[src/rtl/cbp_pkg.sv]
package cbp_pkg;
  localparam int DW         = 32;
  localparam int SLOT_WORDS = 12;
  localparam int CRC_W      = 24;
  localparam int GROUPS_BG0 = 22;
  localparam int GROUPS_BG1 = 10;
  localparam int NULL_W     = 10;
  localparam int KP_W       = 14;
  localparam int ZC_W       = 9;
  localparam int GRP_W      = 5;

  // field order fixes bit positions: [34:25] [24:11] [10:2] [1] [0]
  typedef struct packed {
    logic [NULL_W-1:0] null_cnt;
    logic [KP_W-1:0]   kp;
    logic [ZC_W-1:0]   zc;
    logic              bg;
    logic              crc_en;
  } cfg_t;

  localparam int CFG_W = $bits(cfg_t);

  typedef enum logic [1:0] {PH_IDLE, PH_MSG, PH_CRC, PH_FILL} phase_e;
endpackage

[src/rtl/cbp_crc24.sv]
module cbp_crc24 #(
  parameter int DW = 32,
  parameter int CW = 24,
  parameter logic [CW-1:0] POLY = 24'h800063,
  localparam int NW = $clog2(DW + 1)
) (
  input  logic          clk,
  input  logic          rst_n,
  input  logic          clr,
  input  logic          upd,
  input  logic [DW-1:0] din,
  input  logic [NW-1:0] nbits,
  output logic [CW-1:0] crc
);
  logic [CW-1:0] nxt;

  // serial division unrolled over the word, earliest bit first
  always_comb begin
    nxt = crc;
    for (int i = 0; i < DW; i++) begin
      if (i < int'(nbits)) begin
        if (din[i] ^ nxt[CW-1]) nxt = {nxt[CW-2:0], 1'b0} ^ POLY;
        else                    nxt = {nxt[CW-2:0], 1'b0};
      end
    end
  end

  always_ff @(posedge clk or negedge rst_n) begin
    if (!rst_n)   crc <= '0;
    else if (clr) crc <= '0;
    else if (upd) crc <= nxt;
  end
endmodule

[src/rtl/cbp_bitbuf.sv]
module cbp_bitbuf #(
  parameter int DW = 32,
  localparam int BW = 2 * DW,
  localparam int NW = $clog2(DW + 1),
  localparam int LW = $clog2(BW + 1)
) (
  input  logic          clk,
  input  logic          rst_n,
  input  logic          clr,
  input  logic          push,
  input  logic [DW-1:0] push_data,
  input  logic [NW-1:0] push_n,
  input  logic [NW-1:0] pop_n,
  output logic [LW-1:0] level,
  output logic [DW-1:0] head
);
  logic [BW-1:0] store_q, store_d;
  logic [LW-1:0] level_d, base;
  logic [DW-1:0] pmask, pdata;

  always_comb begin
    for (int i = 0; i < DW; i++) pmask[i] = (i < int'(push_n));
    pdata   = push ? (push_data & pmask) : '0;
    base    = level - LW'(pop_n);
    store_d = (store_q >> pop_n) | ({{DW{1'b0}}, pdata} << base);
    level_d = base + (push ? LW'(push_n) : '0);
  end

  always_ff @(posedge clk or negedge rst_n) begin
    if (!rst_n) begin
      store_q <= '0;
      level   <= '0;
    end else if (clr) begin
      store_q <= '0;
      level   <= '0;
    end else begin
      store_q <= store_d;
      level   <= level_d;
    end
  end

  assign head = store_q[DW-1:0];

  AST_NO_UNDERFLOW: assert property (@(posedge clk) disable iff (!rst_n)
    LW'(pop_n) <= level);
  AST_PUSH_ROOM: assert property (@(posedge clk) disable iff (!rst_n)
    push |-> level <= LW'(DW));
endmodule

[src/rtl/cbp_slot_seq.sv]
module cbp_slot_seq #(
  parameter int DW         = 32,
  parameter int SLOT_WORDS = 12,
  parameter int ZC_W       = 9,
  parameter int GRP_W      = 5,
  localparam int NW = $clog2(DW + 1),
  localparam int LW = $clog2(2 * DW + 1),
  localparam int SW = $clog2(SLOT_WORDS)
) (
  input  logic             clk,
  input  logic             rst_n,
  input  logic             clr,
  input  logic             active,
  input  logic [ZC_W-1:0]  zc,
  input  logic [GRP_W-1:0] groups,
  input  logic [LW-1:0]    level,
  input  logic [DW-1:0]    head,
  input  logic             m_ready,
  output logic [NW-1:0]    pop_n,
  output logic             fire,
  output logic             last_fire,
  output logic [DW-1:0]    m_data,
  output logic             m_valid,
  output logic             m_sop,
  output logic             m_eop
);
  logic [SW-1:0]    slot;
  logic [GRP_W-1:0] grp;
  logic [NW-1:0]    need;
  logic [DW-1:0]    wmask;
  int               offs, rem;

  // bits of this slot still inside the lifting size
  always_comb begin
    offs = int'(slot) * DW;
    rem  = int'(zc) - offs;
    if (rem <= 0)      need = '0;
    else if (rem >= DW) need = NW'(DW);
    else               need = NW'(rem);
    for (int i = 0; i < DW; i++) wmask[i] = (i < int'(need));
  end

  assign fire      = active && (!m_valid || m_ready) && (level >= LW'(need));
  assign last_fire = fire && (slot == SW'(SLOT_WORDS - 1)) && (grp == groups - GRP_W'(1));
  assign pop_n     = fire ? need : '0;

  always_ff @(posedge clk or negedge rst_n) begin
    if (!rst_n) begin
      slot    <= '0;
      grp     <= '0;
      m_valid <= 1'b0;
      m_data  <= '0;
      m_sop   <= 1'b0;
      m_eop   <= 1'b0;
    end else begin
      if (clr) begin
        slot <= '0;
        grp  <= '0;
      end else if (fire) begin
        if (slot == SW'(SLOT_WORDS - 1)) begin
          slot <= '0;
          grp  <= grp + GRP_W'(1);
        end else begin
          slot <= slot + SW'(1);
        end
      end
      if (fire) begin
        m_valid <= 1'b1;
        m_data  <= head & wmask;
        m_sop   <= (slot == '0) && (grp == '0);
        m_eop   <= last_fire;
      end else if (m_ready) begin
        m_valid <= 1'b0;
      end
    end
  end

  AST_STALL_HOLD: assert property (@(posedge clk) disable iff (!rst_n)
    (m_valid && !m_ready) |=> (m_valid && $stable(m_data) && $stable(m_eop)));
  AST_MARK_EXCL: assert property (@(posedge clk) disable iff (!rst_n)
    m_valid |-> !(m_sop && m_eop));
  AST_SLOT_RANGE: assert property (@(posedge clk) disable iff (!rst_n)
    int'(slot) < SLOT_WORDS);
endmodule

[src/rtl/cb_crc_packer.sv]
module cb_crc_packer
  import cbp_pkg::*;
#(
  parameter int DW         = cbp_pkg::DW,
  parameter int SLOT_WORDS = cbp_pkg::SLOT_WORDS,
  parameter int CRC_W      = cbp_pkg::CRC_W,
  parameter logic [CRC_W-1:0] CRC_POLY = 24'h800063
) (
  input  logic             clk,
  input  logic             rst_n,
  input  logic             cfg_we,
  input  logic [CFG_W-1:0] cfg_word,
  input  logic [DW-1:0]    s_data,
  input  logic             s_valid,
  input  logic             s_sop,
  input  logic             s_eop,
  output logic             s_ready,
  input  logic             m_ready,
  output logic [DW-1:0]    m_data,
  output logic             m_valid,
  output logic             m_sop,
  output logic             m_eop
);
  localparam int NW = $clog2(DW + 1);
  localparam int LW = $clog2(2 * DW + 1);

  phase_e           phase;
  cfg_t             cfg_in, cfg_q;
  logic [KP_W-1:0]  msg_left, msg_full;
  logic [LW-1:0]    level;
  logic [DW-1:0]    head, push_data;
  logic [NW-1:0]    push_n, pop_n, take_n;
  logic             push, start, accept, fire, last_fire, room, active;
  logic [CRC_W-1:0] crc, crc_rev;
  logic [GRP_W-1:0] groups;

  assign cfg_in   = cfg_t'(cfg_word);
  assign start    = cfg_we && (phase == PH_IDLE);
  assign msg_full = cfg_in.kp - (cfg_in.crc_en ? KP_W'(CRC_W) : '0);
  assign room     = level <= LW'(DW);
  assign s_ready  = (phase == PH_MSG) && (msg_left != '0) && room;
  assign accept   = s_valid && s_ready;
  assign take_n   = (msg_left >= KP_W'(DW)) ? NW'(DW) : NW'(msg_left);
  assign groups   = cfg_q.bg ? GRP_W'(GROUPS_BG1) : GRP_W'(GROUPS_BG0);
  assign active   = phase != PH_IDLE;

  always_comb begin
    for (int i = 0; i < CRC_W; i++) crc_rev[i] = crc[CRC_W-1-i];
  end

  always_comb begin
    push      = 1'b0;
    push_data = '0;
    push_n    = '0;
    unique case (phase)
      PH_MSG: if (accept) begin
        push = 1'b1; push_data = s_data; push_n = take_n;
      end
      PH_CRC: if (room) begin
        push = 1'b1; push_data = DW'(crc_rev); push_n = NW'(CRC_W);
      end
      PH_FILL: if (room) begin
        push = 1'b1; push_n = NW'(DW);
      end
      default: ;
    endcase
  end

  always_ff @(posedge clk or negedge rst_n) begin
    if (!rst_n) begin
      phase    <= PH_IDLE;
      cfg_q    <= '0;
      msg_left <= '0;
    end else if (start) begin
      cfg_q    <= cfg_in;
      msg_left <= msg_full;
      phase    <= PH_MSG;
    end else if (last_fire) begin
      phase <= PH_IDLE;
    end else begin
      unique case (phase)
        PH_MSG: begin
          if (msg_left == '0) begin
            phase <= cfg_q.crc_en ? PH_CRC : PH_FILL;
          end else if (accept) begin
            msg_left <= msg_left - KP_W'(take_n);
            if (msg_left == KP_W'(take_n)) phase <= cfg_q.crc_en ? PH_CRC : PH_FILL;
          end
        end
        PH_CRC:  if (room) phase <= PH_FILL;
        default: ;
      endcase
    end
  end

  cbp_crc24 #(.DW(DW), .CW(CRC_W), .POLY(CRC_POLY)) u_crc (
    .clk(clk), .rst_n(rst_n), .clr(start), .upd(accept),
    .din(s_data), .nbits(take_n), .crc(crc)
  );

  cbp_bitbuf #(.DW(DW)) u_buf (
    .clk(clk), .rst_n(rst_n), .clr(start), .push(push), .push_data(push_data),
    .push_n(push_n), .pop_n(pop_n), .level(level), .head(head)
  );

  cbp_slot_seq #(.DW(DW), .SLOT_WORDS(SLOT_WORDS), .ZC_W(ZC_W), .GRP_W(GRP_W)) u_seq (
    .clk(clk), .rst_n(rst_n), .clr(start), .active(active), .zc(cfg_q.zc),
    .groups(groups), .level(level), .head(head), .m_ready(m_ready),
    .pop_n(pop_n), .fire(fire), .last_fire(last_fire), .m_data(m_data),
    .m_valid(m_valid), .m_sop(m_sop), .m_eop(m_eop)
  );

  AST_CFG_HELD: assert property (@(posedge clk) disable iff (!rst_n)
    (phase != PH_IDLE && cfg_we) |=> $stable(cfg_q));
  AST_SOP_FIRST: assert property (@(posedge clk) disable iff (!rst_n)
    (accept && s_sop) |-> (msg_left == cfg_q.kp - (cfg_q.crc_en ? KP_W'(CRC_W) : '0)));
  AST_EOP_LAST: assert property (@(posedge clk) disable iff (!rst_n)
    (accept && s_eop) |-> (msg_left <= KP_W'(DW)));
  AST_CRC_AFTER_MSG: assert property (@(posedge clk) disable iff (!rst_n)
    (phase == PH_CRC) |-> (msg_left == '0));
  AST_CFG_SIZE: assert property (@(posedge clk) disable iff (!rst_n)
    start |-> (int'(cfg_in.kp) + int'(cfg_in.null_cnt) ==
               (cfg_in.bg ? GROUPS_BG1 : GROUPS_BG0) * int'(cfg_in.zc)));
  AST_IDLE_NO_SINK: assert property (@(posedge clk) disable iff (!rst_n)
    $fell(active) |-> !s_ready);
endmodule

[config.mk]
export PLATFORM = sky130hd
export DESIGN_NAME = cb_crc_packer
export DESIGN_NICKNAME = d
export VERILOG_FILES = /design/src/rtl/cbp_pkg.sv /design/src/rtl/cbp_crc24.sv /design/src/rtl/cbp_bitbuf.sv /design/src/rtl/cbp_slot_seq.sv /design/src/rtl/cb_crc_packer.sv
export SDC_FILE = /design/constraint.sdc
export NUM_CORES = 2
export LEC_CHECK = 0
export BUFFER_PORTS_ARGS = -buffer_cell sky130_fd_sc_hd__buf_2
export CORE_ASPECT_RATIO = 1.75
export CORE_MARGIN = 8
export CORE_UTILIZATION = 45
export DETAILED_ROUTE_END_ITERATION = 7
export PLACE_DENSITY_LB_ADDON = 0.25
export SLEW_MARGIN = 20
export SYNTH_ARGS = -nofsm -noshare
export SYNTH_HDL_FRONTEND = slang
export SYNTH_SLANG_ARGS = --single-unit
export TNS_END_PERCENT = 20
[constraint.sdc]
create_clock -name clk -period 23.9 [get_ports clk]
set_input_delay 3.585 -clock clk [delete_from_list [all_inputs] [get_ports clk]]
set_output_delay 3.585 -clock clk [all_outputs]
set_load 0.02 [all_outputs]
# ---- Word level (Yosys, flattened, before mapping)
# Cells that the tools add are included.
dict set report classes {
  shift 2
  n_eq_ne 11
  n_mux 107
  n_lt_le_gt_ge 101
  n_bitwise 67
  add_sub_neg 8
  reduce_logical 27
}
# operator count
set ops {}
lappend ops {{2-to-1 mux 24 bit} 67}
lappend ops {{less-than comparator 5 x 6 -> 1 bit, first input constant} 48}
lappend ops {{inverter 5 bit} 32}
lappend ops {{less-than comparator 4 x 6 -> 1 bit, first input constant} 24}
lappend ops {{less-than comparator 3 x 6 -> 1 bit, first input constant} 12}
lappend ops {{2-to-1 mux 14 bit} 5}
lappend ops {{bitwise AND 32 bit} 2}
lappend ops {{2-to-1 mux 32 bit} 2}
lappend ops {{2-to-1 mux 64 bit} 1}
lappend ops {{bitwise OR 64 bit} 1}
lappend ops {{case mux 32 bit (2 select lines)} 1}
lappend ops {{<< shifter 32 x 7 -> 64 bit} 1}
lappend ops {{right shift 64 x 6 -> 64 bit} 1}
lappend ops {{2-to-1 mux 6 bit} 7}
lappend ops {{less-than comparator 1 x 6 -> 1 bit, first input constant} 6}
lappend ops {{less-than comparator 2 x 6 -> 1 bit, first input constant} 6}
lappend ops {{>= comparator 32 x 7 -> 1 bit, second input constant} 1}
lappend ops {{less-or-equal comparator 32 x 1 -> 1 bit, second input constant} 1}
lappend ops {{XOR 1 bit} 32}
lappend ops {{2-to-1 mux 5 bit} 6}
lappend ops {{case mux 6 bit (3 select lines)} 1}
lappend ops {{== test 14 x 6 -> 1 bit} 1}
lappend ops {{>= comparator 14 x 6 -> 1 bit, second input constant} 1}
lappend ops {{logical NOT 14 bit} 1}
lappend ops {{36 further kinds} 63}
dict set report totals {
  input_bits 74
  out_inout_bits 36
  register_bits 166
  elab_cells 337
}

# ---- Depth between registers and ports, before layout
dict set report logic_depth {
  word_depth 99
  depth_mapped 37
  depth_no_buf 33
}

# ---- By module
# From an unflattened synthesis, not the netlist that was laid out.
dict set report hier_totals {
  cells_unflattened 3913
  area_unflattened_um2 29341.9
}
# mod area_each_um2 instances cells_each
set modules_own_cells {}
lappend modules_own_cells {cbp_crc24 13377.8 1 1984}
lappend modules_own_cells {cbp_bitbuf 11003.1 1 1364}
lappend modules_own_cells {cbp_slot_seq 2723.9 1 292}
lappend modules_own_cells {cb_crc_packer 2237.1 1 273}

# ---- Worst setup path before layout
# OpenSTA, ideal clock, no wires.
dict set report synth_timing {
  path_type {in2reg}
  start {input port s_data[2]}
  end {register u_crc.crc[6]}
  stages 23
  setup_time_ps 138
  arrival_ps 10008
  n_path_buf 1
  path_slack_ps 13753
  path_cell_list {clkbuf_1 a31oi_1 a2111oi_4 mux2i_2 xor2_4 xnor2_2 xnor3_2 xnor3_2 xnor3_2 xor2_2 xnor3_2 xor2_2 xnor2_2 xor2_2 xor2_1 xnor3_2 xnor3_2 nand2b_1 a21oi_1 o21ai_1 o211ai_1 a21boi_1 o221ai_1}
}
dict set report synth_between {
  elab_chain_len 92
}
# item line
set synth_lines {}
lappend synth_lines {{start, declared} cb_crc_packer.sv:13} ;# input logic [DW-1:0] s_data,
lappend synth_lines {{XOR 1 bit *} cbp_crc24.sv:22} ;# if (din[i] ^ nxt[CW-1]) nxt = {nxt[CW-2:0], 1'b0} ^ POLY;
lappend synth_lines {{2-to-1 mux 24 bit *} cbp_crc24.sv:22}
lappend synth_lines {{2-to-1 mux 24 bit *} cbp_crc24.sv:21} ;# if (i < int'(nbits)) begin
lappend synth_lines {{XOR 1 bit} cbp_crc24.sv:22}
lappend synth_lines {{2-to-1 mux 24 bit} cbp_crc24.sv:22}
lappend synth_lines {{2-to-1 mux 24 bit *} cbp_crc24.sv:21}
lappend synth_lines {{XOR 1 bit} cbp_crc24.sv:22}
lappend synth_lines {{2-to-1 mux 24 bit} cbp_crc24.sv:22}
lappend synth_lines {{[76 not listed]} n/a}
lappend synth_lines {{XOR 1 bit} cbp_crc24.sv:22}
lappend synth_lines {{2-to-1 mux 24 bit} cbp_crc24.sv:22}
lappend synth_lines {{2-to-1 mux 24 bit *} cbp_crc24.sv:21}
lappend synth_lines {{XOR 1 bit / inverter 5 bit (equally long branches)} n/a}
lappend synth_lines {{2-to-1 mux 24 bit} cbp_crc24.sv:22}
lappend synth_lines {{2-to-1 mux 24 bit *} cbp_crc24.sv:21}
lappend synth_lines {{2-to-1 mux 24 bit *} cbp_crc24.sv:31} ;# else if (upd) crc <= nxt;
lappend synth_lines {{2-to-1 mux 24 bit *} cbp_crc24.sv:30} ;# else if (clr) crc <= '0;
lappend synth_lines {{end signal, assigned} cbp_crc24.sv:31}
lappend synth_lines {{end, declared} cbp_crc24.sv:13} ;# output logic [CW-1:0] crc
# Every way passes the cells marked *; elsewhere a longest branch is shown, timed or not. The select of a mux whose other input is x is not followed.
# A chain may end at the register's enable or synchronous reset.

# ---- Final worst setup path
dict set report layout_timing {
  start {input port s_data[2]}
  end {register u_crc.crc[9]}
}
dict set report layout_between {
  elab_chain_len 89
}
# item line
set layout_lines {}
lappend layout_lines {{XOR 1 bit *} cbp_crc24.sv:22}
lappend layout_lines {{2-to-1 mux 24 bit *} cbp_crc24.sv:22}
lappend layout_lines {{2-to-1 mux 24 bit *} cbp_crc24.sv:21}
lappend layout_lines {{XOR 1 bit} cbp_crc24.sv:22}
lappend layout_lines {{2-to-1 mux 24 bit} cbp_crc24.sv:22}
lappend layout_lines {{2-to-1 mux 24 bit *} cbp_crc24.sv:21}
lappend layout_lines {{XOR 1 bit} cbp_crc24.sv:22}
lappend layout_lines {{2-to-1 mux 24 bit} cbp_crc24.sv:22}
lappend layout_lines {{[73 not listed]} n/a}
lappend layout_lines {{2-to-1 mux 24 bit} cbp_crc24.sv:22}
lappend layout_lines {{2-to-1 mux 24 bit *} cbp_crc24.sv:21}
lappend layout_lines {{2-to-1 mux 24 bit} cbp_crc24.sv:22}
lappend layout_lines {{2-to-1 mux 24 bit *} cbp_crc24.sv:21}
lappend layout_lines {{2-to-1 mux 24 bit} cbp_crc24.sv:22}
lappend layout_lines {{2-to-1 mux 24 bit *} cbp_crc24.sv:21}
lappend layout_lines {{2-to-1 mux 24 bit *} cbp_crc24.sv:31}
lappend layout_lines {{2-to-1 mux 24 bit *} cbp_crc24.sv:30}
# Marks and branches as above.

==> flow_summary.toml <==
[global_route]
grt_antenna_before_repair = 3
grt_pass1_wl_um = 187000
grt_overflow_total = 0
first_global_vias = 29600
pin_count_of_the_biggest_net_entering_global_routing = 110
global_route.usage.total_pct = 37.3

[drt]
first_pass_iters = 6
dr_total_vias = 30000
route.detailed.wl_per_inst_um = 28.6
viasPerCell = 6.79
number_of_drc_violations_after_detailed_routing_iteration_0 = 2693
wl_um = 126000
drc = 0
final_antenna_net_count = 0

[worst_setup_path]
critical_path.startpoint_type = "input pin"
worst-endpoint-required_ns = 24.28
cp-end-kind = "flop"
path_type_of_the_worst_setup_path = "input pin to flop"
timing.critical_path.from = "s_data[2]"
worst-path-max-fanout = 13
worstReg2RegStart = "msg_left[5]"
worst_ep_arrival_time_ns = 12.10
worstRegToRegCells = 27

[die]
die_height_um = 333
std_cell_rows = 116
floorplan.initialDensity_pct = 45.3
floorplan.die_area_um2 = 65600
design.portCount = 110
core-area_um2 = 57000
die_x_um = 197

[clocking]
ctsHoldBuffers = 0
post-cts-setup-buffers = 0
tritoncts = "built"
ctsHtreeMaxLevel = 4
clk_path_buf_depth = 3
cts.repair.resized = 0
cts_num_sinks = 166
cts-root-buf = "sky130_fd_sc_hd__clkbuf_16"
clk_pin_slew_ns = 0.07
clkLatencyLatePin_ns = 0.52
cts_inserted_buffers = 25

[synthesis]
postSynth.asyncResetShare_pct = 100
flops_latches_synth = 166
synth_top_flop_cell = "sky130_fd_sc_hd__dfrtp_1"
synth-seq-area-share_pct = 16.1
synth_cell_types = 102
synthesis.instances = 3706
synth_edf_count = 0
post_synth_instance_area_um2 = 25800
syn-num-nets = 3819
synth-warning-count = 0
synth_area_per_cell_um2 = 6.97

[power]
max-vdd-ir-drop_mv = 0.152
pwr_density_cell_nw_per_um2 = 130
cellLeakagePower_nw = 12.0

[sta]
final_max_slew_viol_count = 0
rsz_0062_raised_after_global_routing = "false"
fmax_mhz = 85.4
tightest_slew_ns = 1.11
timing.final.crit_period_ns = 11.71
final_setup_violations = 0
final.period_utilization_pct = 49.0
layout_setup_ws_ns = 12.19
timing.slew.headroom_pct = 24.1
report.final.hold_viol_count = 0
clock-skew-final_ns = 0.0214
setup_tns_ns = 0

[finish]
seqCellArea_um2 = 4150
fill_cells = 6023
mostFrequentLayoutCell = "sky130_fd_sc_hd__nand2_1"
num-nets-final = 3760
multi_input_comb_area_um2 = 20500
mostFrequentLayoutCells = "544 x sky130_fd_sc_hd__nand2_1, 445 x sky130_fd_sc_hd__nor2_1, 276 x sky130_fd_sc_hd__a21oi_1, 262 x sky130_fd_sc_hd__mux2i_1, 255 x sky130_fd_sc_hd__o21ai_0"
area_growth_from_synthesis_to_layout_pct = 7.40
drive_above_1_share_pct = 9.61

[placement]
dpl_worst_slack_ns = 11.97
weighted_congestion_at_the_end_of_routability_driven_global_placement = 1.08
post-dp-hpwl_um = 97000
numPortBuffers = 97

[outcome]
status = "finished clean"

[hold_path]
class_of_the_worst_hold_path = "flop to flop"
hold_depth = 2
hold_start = "u_seq.m_data[12]"

[run]
cap_viol_max_count = 0
critical path, cell delays in order:
cell and delay (ns):
sky130_fd_sc_hd__buf_2 0.20, sky130_fd_sc_hd__nor2b_1 0.18, sky130_fd_sc_hd__and3_1 0.23, sky130_fd_sc_hd__a2111oi_4 0.36, sky130_fd_sc_hd__mux2i_2 0.43, sky130_fd_sc_hd__xor2_4 0.41, sky130_fd_sc_hd__xor3_1 0.73, sky130_fd_sc_hd__a211oi_1 0.22
sky130_fd_sc_hd__a21oi_1 0.42, sky130_fd_sc_hd__a211oi_1 0.17, sky130_fd_sc_hd__o32ai_1 0.65, sky130_fd_sc_hd__xor2_1 0.53, sky130_fd_sc_hd__a211oi_1 0.16, sky130_fd_sc_hd__o221ai_1 0.51, sky130_fd_sc_hd__xor2_1 0.29, sky130_fd_sc_hd__o211ai_1 0.21
sky130_fd_sc_hd__a31oi_1 0.39, sky130_fd_sc_hd__xor2_1 0.28, sky130_fd_sc_hd__nor2_1 0.06, sky130_fd_sc_hd__a311oi_1 0.34, sky130_fd_sc_hd__o21ai_0 0.14, sky130_fd_sc_hd__a221o_1 0.35, sky130_fd_sc_hd__a221oi_1 0.52, sky130_fd_sc_hd__inv_1 0.12
sky130_fd_sc_hd__a221oi_1 0.46, sky130_fd_sc_hd__nor2_1 0.10
cell type report:
cell class	instances	area share (%)
Tap cell	767	3.46
Antenna cell	1	0.00902
Timing Repair Buffer	194	4.42
Clock buffer	28	2.40
Inverter	58	0.785
Multi-Input combinational cell	3202	73.8
Clock inverter	3	0.153
Sequential cell	166	15.0
layer usage:
layer  vias up  GRT usage, %  wire length, µm
li1      13600             -                -
met5         -             0               31
met1     14300          36.2            41500
met2      1573          64.6            61400
met3       593          6.71             8320
met4         4          37.6            14900
report_power, final:
| group | internal (mW) | switching (mW) | total (mW) |
|---|---|---|---|
| sequential | 0.316 | 0.0371 | 0.353 |
| clock | 0.206 | 0.126 | 0.332 |
| combinational | 1.10 | 1.81 | 2.91 |
| total | 1.62 | 1.98 | 3.60 |
path summary, 6_finish.rpt:
kind | slack, ns | endpoint
max reg2reg | 13.31 | u_crc.crc[9]
min reg2reg | 0.47 | u_seq.m_data[12]
max in group asynchronous | 19.32 | u_crc.crc[0]
max | 12.19 | u_crc.crc[9]
min | 0.47 | u_seq.m_data[12]
min in group asynchronous | 3.18 | u_seq.m_data[4]
cells by family (layout without fill, tap and decap cells):
| group | Yosys count | in the layout | share of synthesized area, % |
|---|---|---|---|
| other cells | 1 | 2 | 0.0145 |
| buf+inv | 338 | 283 | 5.07 |
| flops | 166 | 166 | 16.1 |
| simple gates | 1455 | 1455 | 25.1 |
| compound gates | 1208 | 1208 | 31.2 |
| mux | 283 | 283 | 11.1 |
| fa+ha+maj | 39 | 39 | 2.01 |
| xor+xnor | 216 | 216 | 9.36 |
per-stage QoR:
step           hold WS [ns]  power [mW]  std cells  cell area [µm²]  utilization [%]
6_report              0.467        3.60       4419            27700             48.6
3_3_place_gp          0.452        3.19       4386            27000             47.3
4_1_cts               0.472        3.54       4417            27700             48.6
3_5_place_dp          0.456        3.20       4386            27000             47.3
2_1_floorplan         0.450        2.48       3706            25800                -
5_1_grt               0.491        3.83       4418            27700             48.6
registers in the layout (all words and copies together), names as in the netlist:
signal,count
cfg_q,11
msg_left,14
phase,2
u_buf.level,7
u_buf.store_q,64
u_crc.crc,24
u_seq.grp,5
u_seq.m_data,32
u_seq.m_eop,1
u_seq.m_sop,1
u_seq.m_valid,1
u_seq.slot,4
Yosys cell counts, drive strengths merged (12+ instances only):
library cell | n | area share [%]
nor2 | 452 | 6.6
a22oi | 52 | 1.5
or2 | 18 | 0.44
o21ai | 271 | 5.3
xor2 | 71 | 2.7
dfrtp | 166 | 16
a221oi | 32 | 1.1
xnor2 | 118 | 4.3
a221o | 15 | 0.58
and3 | 21 | 0.51
o221ai | 32 | 1.1
o211a | 12 | 0.47
nor3 | 99 | 2.0
a22o | 17 | 0.58
nand2b | 28 | 0.68
buf | 47 | 0.83
mux2 | 19 | 0.87
o22ai | 49 | 1.2
xnor3 | 22 | 2.0
nand4 | 28 | 0.68
mux2i | 264 | 10
a32o | 20 | 0.78
nor2b | 18 | 0.44
o31ai | 26 | 0.78
nand2 | 545 | 7.9
inv | 57 | 0.83
a31oi | 63 | 1.5
nor4 | 20 | 0.67
or3 | 35 | 0.85
o211ai | 64 | 1.9
and2 | 41 | 0.99
o2111ai | 15 | 0.51
o21a | 16 | 0.47
clkbuf | 233 | 3.4
nand3 | 112 | 2.2
ha | 35 | 1.7
a21o | 28 | 0.81
a21oi | 280 | 5.5
a211oi | 66 | 1.9
Note: power is estimated with default switching activity, not from simulation.
